--- config.mk ---
export PLATFORM = sky130hd
export DESIGN_NAME = i2cw_slave
export DESIGN_NICKNAME = d
export VERILOG_FILES = /design/src/rtl/i2cw_pkg.sv /design/src/rtl/i2cw_line_filter.sv /design/src/rtl/i2cw_bus_ctrl.sv /design/src/rtl/i2cw_reg_file.sv /design/src/rtl/i2cw_slave.sv
export SDC_FILE = /design/constraint.sdc
export NUM_CORES = 1
export LEC_CHECK = 0
export BUFFER_PORTS_ARGS = -buffer_cell sky130_fd_sc_hd__buf_2
export CORE_MARGIN = 2
export CORE_UTILIZATION = 50
export CTS_BUF_LIST = sky130_fd_sc_hd__clkbuf_4 sky130_fd_sc_hd__clkbuf_8 sky130_fd_sc_hd__clkbuf_16
export DETAILED_ROUTE_END_ITERATION = 8
export PLACE_DENSITY = 0.75
export SLEW_MARGIN = 20
export SYNTH_ARGS = -nofsm -noshare
export SYNTH_HDL_FRONTEND = slang
export SYNTH_SLANG_ARGS = --single-unit
export TNS_END_PERCENT = 1
--- constraint.sdc ---
create_clock -name clk -period 3.1 [get_ports clk]
set_input_delay 0.31 -clock clk [delete_from_list [all_inputs] [get_ports clk]]
set_output_delay 0.31 -clock clk [all_outputs]
set_load 0.01 [all_outputs]
--- src/rtl/i2cw_pkg.sv ---
package i2cw_pkg;

  typedef enum logic [2:0] {
    ST_IDLE,
    ST_ADDR,
    ST_DATA,
    ST_READ,
    ST_SKIP
  } busState_t;

  // Strobes from the bus controller to the register datapath
  typedef struct packed {
    logic shiftEn;
    logic bitIn;
    logic loadPtr;
    logic loadVal;
    logic dropPend;
    logic commit;
  } dpCmd_t;

endpackage

--- src/rtl/i2cw_line_filter.sv ---
module i2cw_line_filter #(
  parameter int FILT_LEN = 6
) (
  input  logic clk,
  input  logic rstN,
  input  logic lineIn,
  output logic lineOut
);
  localparam int CW = $clog2(FILT_LEN + 1);

  logic syncA, syncB;
  logic [CW-1:0] runCnt;

  always_ff @(posedge clk or negedge rstN) begin
    if (!rstN) begin
      syncA   <= 1'b1;
      syncB   <= 1'b1;
      runCnt  <= '0;
      lineOut <= 1'b1;
    end else begin
      syncA <= lineIn;
      syncB <= syncA;
      if (syncB == lineOut) begin
        runCnt <= '0;
      end else if (runCnt == CW'(FILT_LEN - 1)) begin
        lineOut <= syncB;
        runCnt  <= '0;
      end else begin
        runCnt <= runCnt + 1'b1;
      end
    end
  end
endmodule

--- src/rtl/i2cw_bus_ctrl.sv ---
module i2cw_bus_ctrl
  import i2cw_pkg::*;
#(
  parameter logic [6:0] DEV_ADDR   = 7'h20,
  parameter int         HW_TIMEOUT = 2000
) (
  input  logic       clk,
  input  logic       rstN,
  input  logic       sclF,
  input  logic       sdaF,
  input  logic [7:0] rxByte,
  output dpCmd_t     cmd,
  output logic       sdaPullLow,
  output logic       hwMode
);
  localparam int         LW   = $clog2(HW_TIMEOUT + 1);
  localparam logic [3:0] BITS = 4'd8;

  busState_t st, stN;
  logic [3:0] bitCnt, bitN;
  logic [1:0] byteIdx, idxN;
  logic       ackPhase, ackN;
  logic       startInPulse, sipN;
  logic       sclP, sdaP;
  logic [LW-1:0] lowCnt;

  logic sclRise, sclFall, startEv, stopEv;
  assign sclRise = sclF & ~sclP;
  assign sclFall = ~sclF & sclP;
  assign startEv = sclF & sclP & sdaP & ~sdaF;
  assign stopEv  = sclF & sclP & ~sdaP & sdaF;

  always_comb begin
    stN  = st;
    bitN = bitCnt;
    idxN = byteIdx;
    ackN = ackPhase;
    sipN = startInPulse;
    cmd  = '0;
    cmd.bitIn = sdaF;
    if (sclFall) sipN = 1'b0;
    if (hwMode) begin
      stN  = ST_IDLE;
      bitN = '0;
      ackN = 1'b0;
      cmd.dropPend = 1'b1;
    end else if (startEv) begin
      stN  = ST_ADDR;
      bitN = '0;
      idxN = '0;
      ackN = 1'b0;
      sipN = 1'b1;
      cmd.dropPend = 1'b1;
    end else if (stopEv && !startInPulse) begin
      stN  = ST_IDLE;
      bitN = '0;
      ackN = 1'b0;
      cmd.commit = 1'b1;
    end else if (sclRise) begin
      if ((st == ST_ADDR || st == ST_DATA) && !ackPhase && bitCnt < BITS) begin
        cmd.shiftEn = 1'b1;
        bitN = bitCnt + 1'b1;
      end
    end else if (sclFall) begin
      if (ackPhase) begin
        ackN = 1'b0;
        bitN = '0;
      end else if (bitCnt == BITS) begin
        case (st)
          ST_ADDR: begin
            if (rxByte[7:1] == DEV_ADDR) begin
              ackN = 1'b1;
              stN  = rxByte[0] ? ST_READ : ST_DATA;
            end else begin
              stN = ST_SKIP;
            end
          end
          ST_DATA: begin
            ackN = 1'b1;
            if (byteIdx == 2'd0) begin
              cmd.loadPtr = 1'b1;
              idxN = 2'd1;
            end else if (byteIdx == 2'd1) begin
              cmd.loadVal = 1'b1;
              idxN = 2'd2;
            end
          end
          default: ;
        endcase
      end
    end
  end

  always_ff @(posedge clk or negedge rstN) begin
    if (!rstN) begin
      st           <= ST_IDLE;
      bitCnt       <= '0;
      byteIdx      <= '0;
      ackPhase     <= 1'b0;
      startInPulse <= 1'b0;
      sclP         <= 1'b1;
      sdaP         <= 1'b1;
    end else begin
      st           <= stN;
      bitCnt       <= bitN;
      byteIdx      <= idxN;
      ackPhase     <= ackN;
      startInPulse <= sipN;
      sclP         <= sclF;
      sdaP         <= sdaF;
    end
  end

  // Long SCL-low detection for the hardware-strap state
  always_ff @(posedge clk or negedge rstN) begin
    if (!rstN) begin
      lowCnt <= '0;
      hwMode <= 1'b0;
    end else if (sclF) begin
      lowCnt <= '0;
      hwMode <= 1'b0;
    end else if (lowCnt != LW'(HW_TIMEOUT)) begin
      lowCnt <= lowCnt + 1'b1;
    end else begin
      hwMode <= 1'b1;
    end
  end

  assign sdaPullLow = ackPhase;
endmodule

--- src/rtl/i2cw_reg_file.sv ---
module i2cw_reg_file
  import i2cw_pkg::*;
#(
  parameter int         NUM_GAIN = 4,
  parameter logic [7:0] GAIN_RST = 8'h0B,
  parameter logic [7:0] MODE_RST = 8'h00
) (
  input  logic                  clk,
  input  logic                  rstN,
  input  dpCmd_t                cmd,
  output logic [7:0]            rxByte,
  output logic [NUM_GAIN*8-1:0] gainOut,
  output logic [7:0]            modeOut
);
  localparam int NUM_REGS = NUM_GAIN + 1;

  logic [7:0] shiftQ, ptrQ, valQ;
  logic       pendQ;

  always_ff @(posedge clk or negedge rstN) begin
    if (!rstN) begin
      shiftQ <= '0;
      ptrQ   <= '0;
      valQ   <= '0;
      pendQ  <= 1'b0;
    end else begin
      if (cmd.shiftEn) shiftQ <= {shiftQ[6:0], cmd.bitIn};
      if (cmd.loadPtr) ptrQ <= shiftQ;
      if (cmd.loadVal) valQ <= shiftQ;
      if (cmd.commit || cmd.dropPend) pendQ <= 1'b0;
      else if (cmd.loadVal)           pendQ <= 1'b1;
    end
  end

  assign rxByte = shiftQ;

  for (genvar gi = 0; gi < NUM_REGS; gi++) begin : g_reg
    localparam logic [7:0] RST_VAL = (gi < NUM_GAIN) ? GAIN_RST : MODE_RST;
    logic [7:0] q;
    always_ff @(posedge clk or negedge rstN) begin
      if (!rstN) q <= RST_VAL;
      else if (cmd.commit && pendQ && ptrQ == 8'(gi)) q <= valQ;
    end
    if (gi < NUM_GAIN) begin : g_gain
      assign gainOut[gi*8 +: 8] = q;
    end else begin : g_mode
      assign modeOut = q;
    end
  end
endmodule

--- src/rtl/i2cw_slave.sv ---
module i2cw_slave
  import i2cw_pkg::*;
#(
  parameter logic [6:0] DEV_ADDR   = 7'h20,
  parameter int         NUM_GAIN   = 4,
  parameter logic [7:0] GAIN_RST   = 8'h0B,
  parameter logic [7:0] MODE_RST   = 8'h00,
  parameter int         FILT_LEN   = 6,
  parameter int         HW_TIMEOUT = 2000
) (
  input  logic                  clk,
  input  logic                  rstN,
  input  logic                  sclIn,
  input  logic                  sdaIn,
  output logic                  sdaPullLow,
  output logic                  hwMode,
  output logic [NUM_GAIN*8-1:0] gainOut,
  output logic [7:0]            modeOut
);
  logic [1:0] rawLine, filtLine;
  logic       sclF, sdaF;
  logic [7:0] rxByte;
  dpCmd_t     cmd;

  assign rawLine = {sdaIn, sclIn};

  for (genvar li = 0; li < 2; li++) begin : g_filt
    i2cw_line_filter #(.FILT_LEN(FILT_LEN)) u_filt (
      .clk(clk), .rstN(rstN), .lineIn(rawLine[li]), .lineOut(filtLine[li])
    );
  end

  assign sclF = filtLine[0];
  assign sdaF = filtLine[1];

  i2cw_bus_ctrl #(.DEV_ADDR(DEV_ADDR), .HW_TIMEOUT(HW_TIMEOUT)) u_ctrl (
    .clk(clk), .rstN(rstN), .sclF(sclF), .sdaF(sdaF), .rxByte(rxByte),
    .cmd(cmd), .sdaPullLow(sdaPullLow), .hwMode(hwMode)
  );

  i2cw_reg_file #(.NUM_GAIN(NUM_GAIN), .GAIN_RST(GAIN_RST), .MODE_RST(MODE_RST)) u_regs (
    .clk(clk), .rstN(rstN), .cmd(cmd), .rxByte(rxByte),
    .gainOut(gainOut), .modeOut(modeOut)
  );
endmodule

======== Yosys cells after proc, flatten, opt, wreduce, memory -nomap -nowiden ========
Index checks and enable logic that the tools add are counted.
W data, S select, Z words.
storage, ports and cells
  output and inout port bits .............. 42
  flip-flop bits (word level) ............. 102
  word-level logic and storage cells ...... 167
  input port bits ......................... 4
cells by class
  reduce and logical (&&, ||, !) cells .... 32
  bitwise logic cells ..................... 14
  equality and inequality tests ........... 21
  add/sub/neg operators ................... 4
  magnitude comparators ................... 1
  mux-type cells .......................... 69
operator list
  kind                     number
  $mux W3                  13
  $mux W2                  17
  $mux W1                  29
  $mux W4                  7
  $mux W11                 2
  $eq A8 B2 Y1 const B     2
  $reduce_bool A4 Y1       3
  $add A11 B1 Y11 const B  1
  $ne A11 B11 Y1 const B   1
  $reduce_bool A2 Y1       5
  $reduce_bool A5 Y1       2
  $logic_and A1 B1 Y1      9
  $eq A8 B1 Y1 const B     1
  $eq A8 B3 Y1 const B     1
  $logic_not A8 Y1         1
  $ne A4 B3 Y1 const B     2
  $reduce_and A8 Y1        1
  $and A1 B1 Y1            7
  $eq A7 B6 Y1 const B     1
  $not A1 Y1               7
  $add A3 B1 Y3 const B    2
  $eq A3 B3 Y1 const B     2
  $ne A2 B2 Y1 const B     3
  $reduce_and A2 Y1        3
  16 further kinds         19

======== Depth between registers and ports, before layout ========
Gate-level depths: netlist of run 1.
  depth after elaboration ................. 13
  gate-level depth with buffers ........... 7
  gate-level depth less buffers ........... 6

======== Hierarchy ========
Synthesis of run 1 repeated with hierarchy kept, for this count alone.
unflattened totals
  cell total of the unflattened synthesis .. 320
  area total of the unflattened synthesis .. 4391.7 um2
by module, submodules not included
  module            area each (um2)  times used  seq. area each (um2)  cells an instance
  i2cw_reg_file     2585.0           1           1641.6                150
  i2cw_bus_ctrl     1358.8           1           628.1                 138
  i2cw_line_filter  224.0            2           153.9                 16

======== Worst setup path after synthesis of run 1 ========
No wires, ideal clock.
  path kind ............................... register -> register
  start point ............................. register g_filt[0].u_filt.lineOut
  end point ............................... register u_regs.g_reg[4].q[0] (netlist: u_regs.modeOut[0])
  slack ................................... 908 ps
  path buffers ............................ 1
  cell stages (with the launch flop) ...... 7
  arrival ................................. 2067 ps
  clock period less this slack ............ 2192 ps
  required time ........................... 2975 ps
  library setup time ...................... 125 ps
  path through ............................ dfstp_2 -> ha_1 -> and4bb_2 -> nand3_2 -> or4b_4 -> buf_6 -> mux2_4
on the way
  cells in the longest elaborated chain, start to end .. 9
  elaborated cells between the ends (all ways) .. 11
  classes of those cells .................. mux (3); bitwise (5); reduce/logical (3)
RTL lines
  element                               line                                      RTL
  start: declaration                    i2cw_line_filter.sv:7                     output logic lineOut
  start signal: assignment              i2cw_line_filter.sv:26                    lineOut <= syncB;
  $and A1 B1 Y1 (*)                     i2cw_bus_ctrl.sv:30, i2cw_bus_ctrl.sv:31
  $and A1 B1 Y1 (2 in a row)            i2cw_bus_ctrl.sv:31                       assign stopEv = sclF & sclP & ~sdaP & sdaF;
  $logic_and A1 B1 Y1                   i2cw_bus_ctrl.sv:54                       end else if (stopEv && !startInPulse) begin
  $mux W1                               i2cw_bus_ctrl.sv:54
  $mux W1 (*)                           i2cw_bus_ctrl.sv:47                       end else if (startEv) begin
  $mux W1 (*)                           i2cw_bus_ctrl.sv:42                       if (hwMode) begin
  $logic_and A1 B1 Y1 (*) (2 in a row)  i2cw_reg_file.sv:42                       else if (cmd.commit && pendQ && ptrQ == 8'(gi)) q <= valQ;
  end signal: assignment                i2cw_reg_file.sv:42
  end: declaration                      i2cw_reg_file.sv:39                       logic [7:0] q;
Every way passes the cells marked *; elsewhere a longest branch is shown, timed or not.
A chain may end at the register's enable or synchronous reset.

======== Final worst setup path of run 1 ========
  start point ............................. register g_filt[0].u_filt.lineOut
  end point ............................... register u_regs.g_reg[2].q[5]
on the way
  cells in the longest elaborated chain, start to end .. 9
  elaborated cells between the ends (all ways) .. 11
  classes of those cells .................. mux (3); bitwise (5); reduce/logical (3)
RTL lines
  element                               line
  $and A1 B1 Y1 (*)                     i2cw_bus_ctrl.sv:30, i2cw_bus_ctrl.sv:31
  $and A1 B1 Y1 (2 in a row)            i2cw_bus_ctrl.sv:31
  $logic_and A1 B1 Y1                   i2cw_bus_ctrl.sv:54
  $mux W1                               i2cw_bus_ctrl.sv:54
  $mux W1 (*)                           i2cw_bus_ctrl.sv:47
  $mux W1 (*)                           i2cw_bus_ctrl.sv:42
  $logic_and A1 B1 Y1 (*) (2 in a row)  i2cw_reg_file.sv:42
  end signal: assignment                i2cw_reg_file.sv:42
  end: declaration                      i2cw_reg_file.sv:39
Marked as above.

==> flow_metrics.py, run 1 <==
metrics = {
    "status": {
        "status": "finished, final reports clean",
    },
    "cells_and_area": {
        "final_layout_size_suffix_gt1_share_pct": 44.0,
        "area_growth_pct": 12.7,
        "antennaDiodeCount": 0,
        "fillerInstances": 692,
        "layout.nets": 388,
    },
    "global_routing": {
        "grt_usage_pct": 16.6,
        "grt_pass1_wl_um": 12800,
        "met2_usage_pct": 25.7,
        "grt.overflow.total": 0,
        "grt_pass1_vias": 2568,
        "top_usage_layer": "met2",
        "grt_max_degree": 76,
        "grtUsageMet1_pct": 23.6,
        "antenna_found_initial": 0,
        "grt_use_met3_pct": 4.58,
    },
    "floorplanning": {
        "die_w_um": 98.2,
        "core_um2": 8680,
        "die_area_um2": 9650,
        "rows": 34,
        "io_pins": 46,
        "die_h_um": 98.2,
        "start_util_pct": 51.2,
    },
    "yosys": {
        "synth_top_area_share_pct": 46.2,
        "synth_seq_area_share_pct": 58.0,
        "yosysTopAreaCell": "dfrtp_1",
        "synth_edf_count": 0,
        "synth_area_leaders": "dfrtp_1 46%, dfstp_2 12%, mux2_2 11%",
        "synth-main-ff-cell": "dfrtp_1",
        "ys_seq_elements": 102,
        "syn-num-nets": 334,
        "yosysWarnings": 0,
        "ys_types": 50,
        "avgSynthCellArea_um2": 13.7,
        "synthArstFlopShare_pct": 100,
        "postSynthCellCount": 323,
        "syn_area_um2": 4440,
    },
    "cts": {
        "cts_setup_buffers": 0,
        "numCtsBuffers": 9,
        "ctsLongestPathBuffers": 2,
        "clock_sink_count": 102,
        "postCtsHoldBufs": 0,
        "cts-resized-gates": 0,
        "path_clk_slew_ps": 100,
        "worstSkewPairLatency_ps": 370,
        "root_buffer": "clkbuf_8",
        "h-tree-depth": 3,
        "cts_tree": "yes",
    },
    "hold_path": {
        "hold_path.class": "input pin to flip-flop",
        "min_path_cells": 1,
    },
    "route": {
        "drc_errors": 0,
        "ant_nets": 0,
        "vias_per_cell": 5.44,
        "vias": 2666,
        "routed_wl_um": 7540,
        "wl_per_cell_um": 15.4,
        "drtIter0Drc": 128,
        "first_pass_iters": 4,
    },
    "timing": {
        "finClkSkew_ps": 13.9,
        "rsz0062_at_grt": "no",
        "drv_slew": 0,
        "maxClockFrequency_ghz": 0.379,
        "period_share_pct": 85.2,
        "finalSetupViolations": 0,
        "final-hold-violation-count": 0,
        "slew_headroom_pct": 39.7,
        "fin_crit_ps": 2640,
        "tightest_slew_ps": 904,
        "tns_ps": 0,
    },
    "setup_path": {
        "critPathCaptureType": "flip-flop",
        "critPathArrivalTime_ps": 2900,
        "worstPathRequired_ps": 3360,
        "cp-start-kind": "flip-flop",
        "r2r_cells": 5,
        "crit_fanout": 18,
        "path_class": "flip-flop to flip-flop",
    },
    "pwr": {
        "p_per_area_nw_per_um2": 560,
        "vdd_drop_max_mv": 0.399,
        "p_leak_nw": 2.49,
        "power.total_w": 0.00280,
    },
    "place": {
        "port_buffers": 45,
        "dpl.hpwl_um": 5430,
        "place_congestion": 0.809,
    },
    "flow_run": {
        "cap_violations": 0,
    },
}
synthesized netlist by cell type, types with 3 or more instances:
| cell | number |
|---|---|
| a31oi_1 | 3 |
| ha_1 | 7 |
| nand2b_1 | 4 |
| nand3_1 | 5 |
| o21ai_0 | 5 |
| nand4_1 | 4 |
| nand3b_1 | 3 |
| a21oi_1 | 9 |
| dfstp_2 | 20 |
| mux2_4 | 24 |
| nor3_1 | 5 |
| dfrtp_1 | 82 |
| nand2_1 | 14 |
| xor2_1 | 7 |
| mux2_2 | 42 |
| nor2_1 | 24 |
| inv_1 | 13 |
| xnor2_1 | 6 |
layer usage:
metal	part of all wire, %	wire length [um]	vias up
li1	-	-	1251
met1	46	3500	1340
met2	48	3620	68
met3	4.9	366	7
met4	0.81	61	0
met5	0	0	-
placed cells by master, fill, tap and decap left out, types with 3 or more instances in the layout:
cell / count
a21oi_1: 9
a31oi_1: 3
buf_2: 44
buf_4: 4
clkbuf_8: 9
clkinv_4: 3
dfrtp_1: 82
dfstp_2: 20
ha_1: 7
inv_1: 13
mux2_2: 42
mux2_4: 24
nand2_1: 14
nand2b_1: 4
nand3_1: 5
nand3b_1: 3
nand4_1: 4
nor2_1: 24
nor3_1: 5
o21ai_0: 5
xnor2_1: 6
xor2_1: 7
power breakdown:
part / internal (W) / total, W / switching, W
Combinational: 0.000159 / 0.000360 / 0.000201
Clock: 0.000396 / 0.000853 / 0.000457
Sequential: 0.00145 / 0.00159 / 0.000139
registers in the layout (all words and copies together), names as in the netlist, 2 cells and up:
register,cells
g_filt.u_filt.syncB,2
u_regs.valQ,8
g_filt.u_filt.lineOut,2
u_ctrl.st,3
u_regs.g.q,32
u_regs.modeOut,8
u_regs.rxByte,8
u_regs.ptrQ,8
u_ctrl.lowCnt,11
u_ctrl.bitCnt,4
g_filt.u_filt.syncA,2
u_ctrl.byteIdx,2
g_filt.u_filt.runCnt,6
worst max-delay path, stage by stage, from the launching register on:
cell,delay [ps]
dfstp_2,750
ha_1,270
and4bb_2,250
nand3_2,120
or4b_1,770
mux2_4,390
worst paths after layout:
| check | from | endpoint | slack, ps |
|---|---|---|---|
| worst max-delay path | g_filt[0].u_filt.lineOut | u_regs.g_reg[2].q[5] | 460 |
| max in group asynchronous | rstN | g_filt[0].u_filt.syncB | 2190 |
| worst min-delay path | sdaIn | g_filt[1].u_filt.syncA | 40 |
| worst max register to register | g_filt[0].u_filt.lineOut | u_regs.g_reg[2].q[5] | 460 |
| min in group asynchronous | rstN | u_regs.modeOut[0] | 60 |
| worst min register to register | g_filt[0].u_filt.syncA | g_filt[0].u_filt.syncB | 360 |
cells by family after synthesis:
group,after synthesis,synth area share [%]
multiplexers,67,19.0
XOR/XNOR,13,2.56
buffers and inverters,18,1.89
flip-flops,102,58.0
AO/OA/AOI/OAI,27,4.14
adder cells (fa/ha/maj),7,1.97
AND/OR/NAND/NOR,89,12.4
per-stage QoR:
stage               cells  utilization (%)  setup WS (ps)  hold slack [ps]  area [um2]
global route          490             57.7            341             16.4        5000
CTS                   490             57.7            456             26.8        5000
detailed placement    474             55.2            449              347        4790
global placement      474             55.2            531              347        4790
floorplan             323                -            908             14.4        4440
finish                490             57.7            459             44.7        5000
cell type report:
type / instances / area, um2 / area share, %
multi-input combinational: 203 / 1780 / 35.6
timing repair buffer: 48 / 250 / 5.00
clock buffer: 10 / 131 / 2.63
sequential: 102 / 2580 / 51.5
tap: 108 / 135 / 2.70
inverter: 13 / 48.8 / 0.975
clock inverter: 6 / 81.3 / 1.63
Power figures use the tool's default switching activity.
==> run 2: changes to the inputs <==
--- a/config.mk
+++ b/config.mk
@@ -5,6 +5,7 @@
 export SDC_FILE = /design/constraint.sdc
 export NUM_CORES = 1
 export LEC_CHECK = 0
+export ABC_AREA = 1
 export BUFFER_PORTS_ARGS = -buffer_cell sky130_fd_sc_hd__buf_2
 export CORE_MARGIN = 2
 export CORE_UTILIZATION = 50
==> run 2 against run 1 <==
Net effect: sequential share of layout area increased by 0.065 points; critical endpoint is now u_regs.ptrQ[0]; final cell count increased by 36%; critical path depth increased by 3; largest power group unchanged; fmax increased by 25%; clock-buffer cell count decreased by 1; setup slack improved by 530 ps; clock skew increased by 4.5 ps; via count increased by 30%; clock power decreased by 2.5%; first-iteration DRC count increased by 88%; highest routed layer unchanged.
==> flow_metrics.py, run 2 <==
metrics = {
    "hold_path": {
        "hold_path.class": "input pin to flip-flop",
        "hold_end": "g_filt[1].u_filt.syncA",
        "worstHoldStart": "sdaIn",
        "min_path_cells": 1,
    },
    "setup_path": {
        "rrSetupSlack_ps": 990,
        "path_class": "flip-flop to flip-flop",
        "worstPathRequired_ps": 3390,
        "critPathArrivalTime_ps": 2400,
        "cp_slowest_cell": "dfstp_2",
        "r2r_cells": 8,
        "cp_top_family": "simple AND/OR/NAND/NOR gates",
        "crit_buf_inv": 2,
        "crit_fanout": 12,
        "rr_startpoint": "g_filt[0].u_filt.lineOut",
        "worstReg2RegEnd": "u_regs.ptrQ[0]",
        "cp-start-kind": "flip-flop",
        "cp_common_cell": "nor2_1",
        "critPathCaptureType": "flip-flop",
        "crit_chain": "inv_1 -> ha_1 -> inv_1 -> nor3_1 -> nand3_2 -> nor2_1 -> nor2_1 -> nor2_1",
        "critPathMaxStageDelay_ps": 430,
        "path_depth": 8,
    },
    "floorplanning": {
        "core_um2": 8680,
        "io_pins": 46,
        "die_h_um": 98.5,
        "start_util_pct": 51.5,
        "die_w_um": 98.5,
        "rows": 34,
        "die_area_um2": 9710,
    },
    "cells_and_area": {
        "top_regs": "u_regs.g.q: 32 flops, u_ctrl.lowCnt: 11 flops",
        "layout_commonest_cell": "nand2_1",
        "layout_common_cells": "127 x nand2_1, 82 x dfrtp_1, 63 x inv_1",
        "fin_area_um2": 5000,
        "largest_reg_flops": 32,
        "layout.nets": 565,
        "area_growth_pct": 11.8,
        "largest_register": "u_regs.g.q",
        "instances_no_fill": 667,
        "final_layout_size_suffix_gt1_share_pct": 16.3,
        "antennaDiodeCount": 0,
    },
    "flow_run": {
        "cap_violations": 0,
    },
    "cts": {
        "ctsLongestPathBuffers": 2,
        "numCtsBuffers": 9,
        "cts_tree": "yes",
        "h-tree-depth": 3,
        "path_clk_slew_ps": 100,
        "cts-resized-gates": 0,
        "worstSkewPairLatency_ps": 370,
        "clock_sink_count": 102,
        "root_buffer": "clkbuf_8",
        "cts_setup_buffers": 0,
    },
    "route": {
        "drtIter0Drc": 241,
        "drc_errors": 0,
        "wl_per_cell_um": 13.1,
        "routed_wl_um": 8710,
        "first_pass_iters": 6,
        "ant_nets": 0,
        "vias": 3467,
        "vias_per_cell": 5.20,
    },
    "yosys": {
        "syn_area_um2": 4470,
        "synth_area_leaders": "dfrtp_1 46%, dfstp_2 12%, nand2_1 11%",
        "avgSynthCellArea_um2": 8.89,
        "yosysWarnings": 0,
        "yosysTopAreaCell": "dfrtp_1",
        "synth_compound_area_share_pct": 8.01,
        "synthMostInstantiatedCell": "nand2_1",
        "synth-simple-area-share_pct": 24.2,
        "ys_types": 31,
        "postSynthCellCount": 503,
        "synth_xor_area_share_pct": 0.980,
        "synth-main-ff-cell": "dfrtp_1",
        "synth_edf_count": 0,
        "syn-num-nets": 514,
        "synth_seq_area_share_pct": 57.7,
        "synthArstFlopShare_pct": 100,
        "synth_top_cells_by_count": "127 x nand2_1, 82 x dfrtp_1, 63 x inv_1",
        "ys_seq_elements": 102,
        "synth_fa_ha_area_share_pct": 1.96,
        "synth_top_family_by_area": "simple AND/OR/NAND/NOR gates",
        "synth_top_area_share_pct": 45.9,
        "synth_mux_area_share_pct": 0.224,
    },
    "pwr": {
        "internal_power_w": 0.00194,
        "power.total_w": 0.00286,
        "switching_share_pct": 32.2,
        "seqPwrFrac_pct": 54.3,
        "power_frac_clock_pct": 29.1,
        "pwr-share-comb_pct": 16.6,
        "p_per_area_nw_per_um2": 573,
        "p_leak_nw": 2.59,
        "vdd_drop_max_mv": 0.443,
        "p_switching_w": 0.000923,
    },
    "place": {
        "place_congestion": 0.882,
        "postPlaceCellArea_um2": 4780,
        "dp.cells": 650,
        "dp_slack_ps": 1010,
        "port_buffers": 45,
        "dpl.hpwl_um": 6330,
    },
    "timing": {
        "final-hold-violation-count": 0,
        "tightest_slew_ps": 877,
        "slew_headroom_pct": 41.3,
        "finClkSkew_ps": 18.3,
        "period_share_pct": 68.0,
        "worst_slack_ps": 991,
        "maxClockFrequency_ghz": 0.474,
        "finalSetupViolations": 0,
        "tns_ps": 0,
        "drv_slew": 0,
        "rsz0062_at_grt": "no",
        "fin_crit_ps": 2110,
    },
    "global_routing": {
        "antenna_found_initial": 0,
        "grt_pass1_wl_um": 15100,
        "grt_max_degree": 46,
        "grt.overflow.total": 0,
        "grt_pass1_vias": 3298,
        "grt_usage_pct": 19.3,
    },
    "status": {
        "status": "finished, final reports clean",
    },
}
run 2: changes by cell type in the layout (fill, tap and decap cells not counted), sizes merged, moves of 11 or more:
cell,delta
inv,+53
mux2,-66
nand2,+114
nand3,+30
nor2,+25
nor3,+11
o21ai,+51
run 2: layer usage:
layer | wire length, um | global-route usage, %
met2 | 4180 | 32.5
met4 | 197 | 6.85
met1 | 3880 | 25.2
met5 | 0 | 0
met3 | 455 | 3.55
run 2: logic make-up after synthesis:
kind of cell	after synthesis
AO/OA/AOI/OAI	69
buffers and inverters	72
XOR/XNOR	5
adder cells (fa/ha/maj)	7
AND/OR/NAND/NOR	247
multiplexers	1
flip-flops	102
run 2: stage by stage:
step	hold slack, ps	util [%]
floorplan	14.4	-
global placement	332	55.0
detailed placement	339	55.0
CTS	17.5	57.6
global route	7.65	57.6
finish	34.4	57.6
run 2: worst max path at each step:
stage          slack, ps              endpoint                      from
2_1_floorplan       1190        u_regs.valQ[0]  g_filt[0].u_filt.lineOut
6_report             990        u_regs.ptrQ[0]  g_filt[0].u_filt.lineOut
4_1_cts              990  u_regs.g_reg[0].q[7]  g_filt[0].u_filt.lineOut
3_3_place_gp        1080        u_regs.valQ[3]  g_filt[0].u_filt.lineOut
5_1_grt              750        u_regs.valQ[1]  g_filt[0].u_filt.lineOut
3_5_place_dp        1010  u_regs.g_reg[0].q[7]  g_filt[0].u_filt.lineOut
run 2: timing repair:
| action | CTS | global route |
|---|---|---|
| hold buffers | 1 | 0 |
| setup endpoints to repair | 0 | 0 |
| hold endpoints to repair | 36 | 0 |
run 2: cell type report:
cell class	instances	area [um2]
inverters	64	240
clock inverters	7	86.3
well taps	108	135
fillers	760	3680
multi-input cells	329	1580
repair buffers	48	253
clock buffers	9	124
flip-flops and latches	102	2580
run 2: worst register-to-register path: cells and delay by family (launching register included):
kind	cells	cell delay (ps)
flip-flops	1	430
adder cells (fa/ha/maj)	1	210
AND/OR/NAND/NOR	5	1090
buffers and inverters	2	330
run 2: power groups by stage:
stage               clock (W)  combinational, W  sequential [W]
global placement            0          0.000459         0.00157
CTS                  0.000864          0.000481         0.00156
finish               0.000832          0.000476         0.00155
detailed placement          0          0.000477         0.00158
floorplan                   0          0.000371         0.00155
global route         0.000919          0.000557         0.00157
==> run 3: changes to the inputs <==
==> constraint.sdc (replaced) <==
create_clock -name clk -period 2.16 [get_ports clk]
set_input_delay 0.216 -clock clk [delete_from_list [all_inputs] [get_ports clk]]
set_output_delay 0.216 -clock clk [all_outputs]
set_load 0.01 [all_outputs]
==> run 3 against run 2 <==
Net effect: routed wire length is 1.1% higher; clock power is 42% higher; final cell count is 1.0% higher; combinational power is 52% higher; final area is 1.2% higher; sequential cell count stayed put; setup slack worse by 890 ps.
==> flow_metrics.py, run 3 (synthesis gave the netlist of run 2 again) <==
metrics = {
    "setup_path": {
        "crit_chain": "ha_1 -> nand2_1 -> inv_1 -> nand2_4 -> nor3_4 -> nand2_1 -> o21ai_0",
        "worstPathRequired_ps": 2450,
        "path_class": "flip-flop to flip-flop",
        "critPathMaxStageDelay_ps": 630,
        "cp-start-kind": "flip-flop",
        "crit_fanout": 16,
        "rrSetupSlack_ps": 100,
        "cp_common_cell": "nand2_1",
        "cp_slowest_cell": "dfstp_2",
        "critPathCaptureType": "flip-flop",
        "critPathArrivalTime_ps": 2360,
    },
    "cells_and_area": {
        "final_layout_size_suffix_gt1_share_pct": 17.1,
        "multiInputGateArea_um2": 1580,
        "post-route-util_pct": 58.3,
        "area_growth_pct": 13.2,
        "layout_commonest_cell": "nand2_1",
        "top_regs": "u_regs.g.q: 32 flops, u_ctrl.lowCnt: 11 flops",
        "instances_no_fill": 674,
        "largest_register": "u_regs.g.q",
        "layout.nets": 572,
        "fillerInstances": 773,
        "antennaDiodeCount": 0,
        "layout_common_cells": "127 x nand2_1, 82 x dfrtp_1, 63 x inv_1",
        "fin_area_um2": 5060,
        "seqCellArea_um2": 2580,
        "largest_reg_flops": 32,
    },
    "cts": {
        "worstSkewPairLatency_ps": 380,
        "numCtsBuffers": 9,
        "root_buffer": "clkbuf_8",
        "cts_tree": "yes",
        "cts_setup_buffers": 0,
        "ctsLongestPathBuffers": 2,
        "clock_sink_count": 102,
        "h-tree-depth": 3,
        "path_clk_slew_ps": 110,
    },
    "hold_path": {
        "hold_path.class": "flip-flop to flip-flop",
    },
    "pwr": {
        "vdd_drop_max_mv": 0.737,
        "p_per_area_nw_per_um2": 818,
        "p_leak_nw": 2.63,
    },
    "route": {
        "drc_errors": 0,
        "vias_per_cell": 5.07,
        "routed_wl_um": 8810,
        "ant_nets": 0,
        "drtIter0Drc": 186,
        "vias": 3417,
        "wl_per_cell_um": 13.1,
        "first_pass_iters": 4,
    },
    "timing": {
        "finalSetupViolations": 0,
        "tightest_slew_ps": 524,
        "final-hold-violation-count": 0,
        "maxClockFrequency_ghz": 0.485,
        "rsz0062_at_grt": "yes",
        "finClkSkew_ps": 13.9,
        "slew_headroom_pct": 65.0,
        "drv_slew": 0,
        "period_share_pct": 95.5,
        "fin_crit_ps": 2060,
    },
    "floorplanning": {
        "rows": 34,
        "start_util_pct": 51.5,
        "die_h_um": 98.5,
        "core_um2": 8680,
        "io_pins": 46,
        "die_w_um": 98.5,
        "die_area_um2": 9710,
    },
    "place": {
        "postPlaceCellArea_um2": 4830,
        "port_buffers": 45,
        "dp.cells": 655,
        "place_congestion": 0.871,
        "dpl.hpwl_um": 6200,
    },
    "global_routing": {
        "grt.overflow.total": 0,
        "grtUsageMet1_pct": 26.0,
        "grt_pass1_wl_um": 15300,
        "met2_usage_pct": 32.5,
        "grt_pass1_vias": 3312,
        "grt_usage_pct": 19.5,
        "antenna_found_initial": 0,
        "grt_max_degree": 103,
        "grt_use_met3_pct": 3.62,
        "top_usage_layer": "met2",
    },
    "status": {
        "status": "finished, final reports clean",
    },
    "flow_run": {
        "cap_violations": 0,
    },
}
-- run 3: changes by cell type in the layout (fill, tap and decap cells not counted), sizes merged --
cell	before	now
clkinv	4	3
dlygate4sd3	1	3
inv	67	68
buf	47	52
-- run 3: cell type report --
cell class                 count  area share [%]
sequential                   102            51.0
inverter                      64            4.75
clock buffer                   9            2.45
timing repair buffer          55            6.38
clock inverter                 7            1.46
tap                          108            2.67
multi-input combinational    329            31.3
-- run 3: through the flow --
stage | setup slack (ps) | TNS (ps) | hold slack [ps] | total power, W
after floorplan | 252 | 0 | -79.6 | 0.00276
after global placement | 177 | 0 | 321 | 0.00295
after detailed placement | 108 | 0 | 321 | 0.00299
after CTS | 78.1 | 0 | 362 | 0.00418
after global routing | -133 | -3360 | 372 | 0.00439
final | 98.1 | 0 | 361 | 0.00414
-- run 3: routing by layer --
layer | share of wire (%) | wire length [um]
met1 | 45 | 3990
met2 | 49 | 4340
met5 | 0 | 0
met3 | 3.7 | 330
met4 | 1.6 | 142
-- run 3: repair_timing --
| action | in CTS | in global routing |
|---|---|---|
| endpoints found under the setup margin | 0 | 48 |
| hold endpoints to repair | 84 | 0 |
| hold buffers | 3 | 0 |
| resized for setup | 0 | 1 |
-- run 3: final timing paths --
path | endpoint | startpoint | cells past startpoint
worst max-delay path | u_regs.g_reg[2].q[0] | g_filt[0].u_filt.lineOut | 7
worst min register to register | g_filt[1].u_filt.syncB | g_filt[1].u_filt.syncA | 0
max in group asynchronous | g_filt[0].u_filt.syncA | rstN | 3
worst min-delay path | g_filt[1].u_filt.syncB | g_filt[1].u_filt.syncA | 0
min in group asynchronous | u_regs.modeOut[2] | rstN | 3
worst max register to register | u_regs.g_reg[2].q[0] | g_filt[0].u_filt.lineOut | 7
-- run 3: where the power goes --
group / total, W / switching (W) / internal (W)
clock: 0.00118 / 0.000725 / 0.000459
sequential: 0.00223 / 0.000150 / 0.00208
combinational: 0.000723 / 0.000456 / 0.000266
total: 0.00414 / 0.00133 / 0.00281
-- run 3: critical path: cells and delay by family, from the launching register on --
kind            cells  cell delay (ps)
compound gates      1              290
fa+ha+maj           1              240
buf+inv             1              100
flops               1              630
simple gates        4              720
